===== config.mk =====
export PLATFORM = sky130hd
export DESIGN_NAME = xlat_walker
export DESIGN_NICKNAME = d
export VERILOG_FILES = /design/src/rtl/xlat_walker.sv
export SDC_FILE = /design/constraint.sdc
export NUM_CORES = 1
export LEC_CHECK = 0
export BUFFER_PORTS_ARGS = -buffer_cell sky130_fd_sc_hd__buf_4
export CORE_AREA = 2 2 128 130
export DETAILED_ROUTE_END_ITERATION = 6
export DIE_AREA = 0 0 130 132
export GPL_TIMING_DRIVEN = 0
export SLEW_MARGIN = 20
export SYNTH_ARGS = -nofsm -noshare
export SYNTH_HDL_FRONTEND = slang
export SYNTH_SLANG_ARGS = --single-unit

===== constraint.sdc =====
create_clock -name clk -period 2.35 [get_ports clk]
set_clock_uncertainty 0.2 [all_clocks]
set_input_delay 0.1175 -clock clk [delete_from_list [all_inputs] [get_ports clk]]
set_output_delay 0.1175 -clock clk [all_outputs]
set_load 0.01 [all_outputs]

===== src/rtl/xlat_walker.sv =====
module xlat_walker (
  input  logic        clk,
  input  logic        rst_n,
  input  logic        base_wr,
  input  logic [31:0] base_wdata,
  input  logic        req_valid,
  input  logic [31:0] req_va,
  output logic        req_ready,
  output logic        rd_req,
  output logic [31:0] rd_addr,
  input  logic        rd_valid,
  input  logic [31:0] rd_data,
  output logic        done,
  output logic        fault,
  output logic [31:0] pa,
  output logic [1:0]  pg_size,
  output logic        big_end,
  output logic [1:0]  elem_sz,
  output logic        mixed,
  output logic [31:0] fault_va
);
  localparam logic [1:0] SZ_4K = 2'd0, SZ_64K = 2'd1, SZ_1M = 2'd2, SZ_16M = 2'd3;

  typedef enum logic [1:0] {S_IDLE, S_L1, S_L2} st_t;
  st_t st;

  logic [17:0] base_q;
  logic [21:0] coarse_q;
  logic [31:0] va_q;

  logic        fin, flt, n_end, n_mx;
  logic [1:0]  n_sz, n_el;
  logic [31:0] n_pa;

  assign req_ready = (st == S_IDLE);
  assign rd_req    = (st != S_IDLE);
  assign rd_addr   = (st == S_L2) ? {coarse_q, va_q[19:12], 2'b00}
                                  : {base_q, va_q[31:20], 2'b00};

  always_comb begin
    fin = 1'b0; flt = 1'b0; n_pa = '0; n_sz = SZ_4K;
    n_end = 1'b0; n_el = 2'b00; n_mx = 1'b0;
    if (st == S_L1 && rd_valid) begin
      if (rd_data[1:0] == 2'b10) begin
        fin   = 1'b1;
        n_end = rd_data[15];
        n_el  = rd_data[11:10];
        n_mx  = rd_data[17];
        if (rd_data[18]) begin
          n_pa = {rd_data[31:24], va_q[23:0]};
          n_sz = SZ_16M;
        end else begin
          n_pa = {rd_data[31:20], va_q[19:0]};
          n_sz = SZ_1M;
        end
      end else if (rd_data[1:0] != 2'b01) begin
        fin = 1'b1;
        flt = 1'b1;
      end
    end else if (st == S_L2 && rd_valid) begin
      fin = 1'b1;
      if (rd_data[1:0] == 2'b00) begin
        flt = 1'b1;
      end else begin
        n_end = rd_data[9];
        n_el  = rd_data[5:4];
        n_mx  = rd_data[11];
        if (rd_data[1]) begin
          n_pa = {rd_data[31:12], va_q[11:0]};
          n_sz = SZ_4K;
        end else begin
          n_pa = {rd_data[31:16], va_q[15:0]};
          n_sz = SZ_64K;
        end
      end
    end
  end

  always_ff @(posedge clk) begin
    if (!rst_n) begin
      st <= S_IDLE;
      base_q <= '0; coarse_q <= '0; va_q <= '0;
      done <= 1'b0; fault <= 1'b0; pa <= '0; pg_size <= SZ_4K;
      big_end <= 1'b0; elem_sz <= 2'b00; mixed <= 1'b0; fault_va <= '0;
    end else begin
      done <= 1'b0;
      if (base_wr) base_q <= base_wdata[31:14];
      case (st)
        S_IDLE: if (req_valid) begin
          va_q <= req_va;
          st   <= S_L1;
        end
        S_L1: if (rd_valid && rd_data[1:0] == 2'b01) begin
          coarse_q <= rd_data[31:10];
          st       <= S_L2;
        end
        default: ;
      endcase
      if (fin) begin
        st      <= S_IDLE;
        done    <= 1'b1;
        fault   <= flt;
        pa      <= n_pa;
        pg_size <= n_sz;
        big_end <= n_end;
        elem_sz <= n_el;
        mixed   <= n_mx;
        if (flt) fault_va <= va_q;
      end
    end
  end

  p_hold_r10: assert property (@(posedge clk) disable iff (!rst_n)
    rd_req && !rd_valid |=> rd_req && $stable(rd_addr));
  p_pulse_r10: assert property (@(posedge clk) disable iff (!rst_n)
    done |=> !done);
  p_idle_r10: assert property (@(posedge clk) disable iff (!rst_n)
    req_ready |-> !rd_req);
  p_sect_off_r3: assert property (@(posedge clk) disable iff (!rst_n)
    done && !fault && pg_size == SZ_1M |-> pa[19:0] == va_q[19:0]);
  p_small_off_r7: assert property (@(posedge clk) disable iff (!rst_n)
    done && !fault && pg_size == SZ_4K |-> pa[11:0] == va_q[11:0]);
  p_fault_va_r9: assert property (@(posedge clk) disable iff (!rst_n)
    done && fault |-> pa == 32'd0 && fault_va == va_q);
endmodule


==> run metrics, run 1 <==
status=finished, final reports clean; Setup violations, final=0; crit-path max FO=10; detail-routed via count per cell=4.78; growth of design area from synthesis to finish=50.8%; Max Clk Rate=0.440 GHz; drt pass-1 iters=4; diode count=0; Netlist Area Pre-Place=6180 um^2; sequential share of the synthesized area=0.473; critical path, cell by cell=nor4bb_1 > clkbuf_2 > buf_2 > a22oi_1 > dlygate4sd3_1 > o2bb2ai_1; YS warnings=0; H-Tree Depth=4; gpl congestion=0.860; Yosys top cell area share=0.473; vias in the first global route=5,895; gr ovfl total=0; core box area=15,700 um^2; Area contributors post-synth=dfxtp_1 (47%), nand2_1 (12%), mux2i_1 (8.1%), mux2_2 (6.9%), a21boi_0 (6.6%); Port Buffer Count=182; DR vias=5,674; Tmin final=2270 ps; DIE AREA=17,200 um^2; root buffer cell=clkbuf_16; Post-Syn Area per Cell=9.30 um^2; Fin. Hold Viols=0; routed len/inst=15.9 um; layout cells sized above 1=0.296; Max rail drop VDD=496 uV; Die Ht=132 um; later-pin clock latency in the skew report=420 ps; max-slew violation count=0; fraction of registers with async set/reset=0; Routed Antenna Nets=0; CP Capture Type=flip-flop; synth cell count leaders=nand2_1 (193), dfxtp_1 (146), a21boi_0 (54); prevailing post-synth register cell=dfxtp_1; max_cap viols=0; Worst EP required=2500 ps; worst slew pin tran=562 ps; Period Utilization, post-route=0.968; Sink Count=146; Remaining DRCs=0; Rows=46; Max Root-Sink Buffers=2; initial drt markers=316; dpl cell area=7820 um^2; count leader, synth=nand2_1; num ports=207; initial core utilization=0.393; Seq cells post-synth=146; Slew HR=0.626; synth unique cells=37; Gate Count Post-Synth=664; final WL=18,800 um; CTS tree=built; CP delay by family, top=buffers and inverters; Fillers=1,387; Die Width=130 um; Synth area leader=dfxtp_1; dpl hpwl=13,600 um; leakage power=3.78 nW; Critical Path Max Stage Delay=560 ps; Total GRT Usage=0.224; Data arrival, critical path=2430 ps; Post-Place Cells=1,063; pwr/cell area=634 nW/um^2; cell area after layout=9320 um^2; Num CTS Buffers=17; Crit Path Class=reg2reg; Post-CTS Setup Inserts=0; RSZ-0062 raised after global routing=no; Worst-path clk slew=60 ps; crit path buf inv count=3; post-layout net count=1,061; pin count of the biggest net entering global routing=17; Slowest-stage cell, CP=dlygate4sd3_1; Hold/Removal Path Class=in2reg; Post-synth EDFFs=0; fin cells=1,186; Critical Path Source Type=flip-flop; first-pass GRT wire length=29,900 um; initial antenna violation count=0
==> power breakdown <==
part           internal [mW]  leakage (nW)  switching, mW
clock network           1.48         0.265           1.06
logic                  0.409          2.33          0.342
registers               2.55          1.19         0.0641
total                   4.44          3.78           1.47
==> per-layer routing <==
metal  up-vias  part of all wire  GRT usage
met3        31             0.056     0.0519
met5         -                 0          0
met1      2639              0.45      0.279
met4         0             0.022     0.0830
li1       2827                 -          -
met2       177              0.48      0.375
==> area by class of cell <==
type | count | area, um^2 | area share
timing repair buffer | 273 | 2280 | 0.244
clock buffer | 19 | 443 | 0.0475
sequential | 146 | 2920 | 0.314
clock inverter | 13 | 111 | 0.0120
multi-input combinational | 436 | 2860 | 0.307
buffer | 58 | 339 | 0.0364
inverter | 25 | 93.8 | 0.0101
tap | 216 | 270 | 0.0290
==> worst paths after layout <==
path	start	endpoint	slack, ps	cells past startpoint
hold reg to reg	pa[2]	pa[2]	250	2
setup / recovery	st[0]	big_end	80	6
setup reg to reg	st[0]	big_end	80	6
hold / removal	rd_data[0]	pg_size[0]	40	4
==> worst reg2reg max path, delay by kind of cell, from the launching register on <==
kind / cells / cell delay, ps
compound gates: 2 / 220
buf+inv: 3 / 1080
simple gates: 1 / 360
flops: 1 / 350
==> cell usage in the layout, fill, tap and decap left out, drive strengths merged, types with 2 or more instances in the layout <==
cell           n
a22oi         16
o32ai         20
buf          211
clkbuf        48
nand3b         2
mux2i         50
nand2        193
and4b          2
nor2           3
o2bb2ai       18
ha             3
a21boi        55
inv           26
mux2          38
nor2b         18
conb           2
dfxtp        146
clkinvlp       4
clkinv         7
and3           2
dlygate4sd3   91
==> per-stage QoR <==
step / setup TNS (ps) / hold WS [ps] / power (mW) / setup WS, ps / utilization
after global placement: 0 / 182 / 3.27 / 286 / 0.497
after floorplan: 0 / 62.4 / 2.98 / 538 / -
final: 0 / 41.4 / 5.90 / 75.2 / 0.593
after CTS: -22.5 / 41.0 / 5.95 / -7.92 / 0.591
after detailed placement: 0 / 186 / 3.29 / 261 / 0.497
after global routing: 0 / 48.3 / 6.15 / 2.70 / 0.593
==> state kept, by name, summed over array words and instances, names as in the netlist, 2 cells and up <==
signal,count
pa,32
va_q,32
coarse_q,22
pg_size,2
base_q,18
fault_va,32
st,2
elem_sz,2
==> what timing repair did <==
item / CTS / global route
hold buffers: 91 / 0
setup endpoints to repair: 30 / 31
gates resized for setup: 4 / 11
endpoints found under the hold margin: 98 / 0
==> kinds of logic (layout without fill, tap and decap cells) <==
family | Yosys count | after routing | share of synthesized area
other | 1 | 2 | 0.000607
AO/OA/AOI/OAI | 114 | 114 | 0.147
multiplexers | 88 | 88 | 0.150
buffers and inverters | 83 | 388 | 0.0652
flip-flops | 146 | 146 | 0.473
AND/OR/NAND/NOR | 229 | 229 | 0.158
adder cells (fa/ha/maj) | 3 | 3 | 0.00608
Note: power is estimated with default switching activity, not from simulation.
==> inputs of run 2 (changes only) <==
Settings changed: CORE_AREA 2 2 128 130 to 2 2 158 160, DIE_AREA 0 0 130 132 to 0 0 160 162, REMOVE_ABC_BUFFERS set to 1.
==> run metrics, run 2 (synthesized netlist as in run 1, its figures left out) <==
Worst R2R Start=st[1]; Final Util=0.392 (-0.201); Port Buffer Count=185 (+1.6%); final WL=20,100 um (+6.9%); RSZ-0062 raised after global routing=no; leakage power=3.76 nW (-0.46%); max-slew violation count=0 (unchanged); Tmin final=2220 ps (-56.9 ps); cell area after layout=9440 um^2 (+1.3%); Post-Route Setup TNS=0 ps (unchanged); Crit Path Class=in2reg; Post-Place Cells=1,123 (+5.6%); combinational share of power=0.122 (-0.005); sw power=1.53 mW (+4.0%); later-pin clock latency in the skew report=420 ps (about the same); growth of design area from synthesis to finish=52.9%; drt pass-1 iters=4 (unchanged); DR vias=5,494 (-3.2%); core box area=24,100 um^2 (+53%); dpl hpwl=12,600 um (-7.3%); Max rail drop VDD=402 uV (-19%); vias in the first global route=5,486 (-6.9%); pin count of the biggest net entering global routing=141 (+124); Setup violations, final=0 (unchanged); CTS tree=built; H-Tree Depth=4 (unchanged); commonest non-fill, non-tap cells in the layout=nand2_1 (193), buf_4 (186), dfxtp_1 (144); first-pass GRT wire length=31,200 um (+4.2%); gr ovfl total=0 (unchanged); post-layout net count=1,021 (-3.8%); layout cells sized above 1=0.296 (about the same); Remaining DRCs=0 (unchanged); root buffer cell=clkbuf_16; Fin. Hold Viols=0 (unchanged); Total GRT Usage=0.156 (-0.0676); routed len/inst=16.0 um (+1.1%); crit-path max FO=12 (+2); Slew HR=0.347 (-0.279); Hold Slack=12.5 ps (-28.9 ps); initial antenna violation count=0 (unchanged); detail-routed via count per cell=4.38 (-8.4%); status=finished, final reports clean; part of the power in registers=0.422 (-0.021); Worst Setup SP=rd_data[0]; Max Clk Rate=0.451 GHz (+2.6%); num ports=207 (unchanged); power consumption=6.18 mW (+4.7%); fin cells=1,254 (+5.7%); max_cap viols=0 (unchanged); initial core utilization=0.256 (-0.137); min-delay src=base_wr; Num CTS Buffers=17 (unchanged); CP Capture Type=flip-flop; Data arrival, critical path=2360 ps (-70 ps); initial drt markers=234 (-26%); pre-CTS WS=-387 ps (-648 ps); worst slew pin tran=979 ps (+418 ps); gpl congestion=0.792 (-7.9%); Max Root-Sink Buffers=2 (unchanged); Hold/Removal Path Class=in2reg; Worst EP required=2490 ps (about the same); Period Utilization, post-route=0.944 (-0.0242); Routed Antenna Nets=0 (unchanged); Critical Path Source Type=input port; DIE AREA=25,900 um^2 (+51%); Sink Count=146 (unchanged); Worst-path clk slew=60 ps (about the same); dpl cell area=7830 um^2 (+0.14%); most common cell after layout, fill and taps aside=nand2_1; clock share of power=0.456 (+0.026); Sw Share=0.247 (-0.00178); Rows=57 (+24%); Die Ht=162 um (+23%); worst setup margin=132 ps (+56.9 ps); Die Width=160 um (+23%); P_int=4.66 mW (+5.0%); pwr/cell area=655 nW/um^2 (+3.3%); biggest regs=fault_va (32), pa (32), va_q (32); diode count=0 (unchanged)
[run 2: power by group through the flow]
stage                     sequential [mW]  combinational, mW  clock [mW]
after CTS                            2.61              0.761        2.92
after global routing                 2.62              0.824        3.02
after detailed placement             2.66              0.619           0
after floorplan                      2.65              0.270           0
final                                2.61              0.756        2.82
after global placement               2.66              0.596           0
[run 2: area by class of cell]
class / count / area (um^2)
sequential: 146 / 2930
timing repair buffer: 291 / 2520
clock inverter: 13 / 160
clock buffer: 19 / 443
fill: 2436 / 14700
inverter: 25 / 93.8
multi-input combinational: 436 / 2900
tap: 324 / 405
[run 2: worst max-delay path, cell delays in order]
cell and delay [ps]:
buf_4 110, dlygate4sd3_1 550, ha_1 260, or4b_1 540, a21boi_4 220, buf_16 190
buf_16 170, mux2i_1 190
[run 2: path summary, 6_finish.rpt]
path,cells after the start,slack [ps],to
max,8,130,fault_va[14]
min,3,10,base_q[3]
max reg2reg,3,230,pa[7]
min reg2reg,2,250,pa[29]
[run 2: timing repair]
action	4_1_cts	5_1_grt
gates cloned	0	0
gates resized for setup	3	2
pin swaps	1	0
endpoints found under the setup margin	75	23
hold buffers	96	0
endpoints found under the hold margin	110	0
setup buffers	3	0
[run 2: routing by layer]
layer  track usage  part of all wire
met1         0.201              0.46
met3        0.0380             0.050
met2         0.257              0.47
met4        0.0524             0.017
met5             0                 0
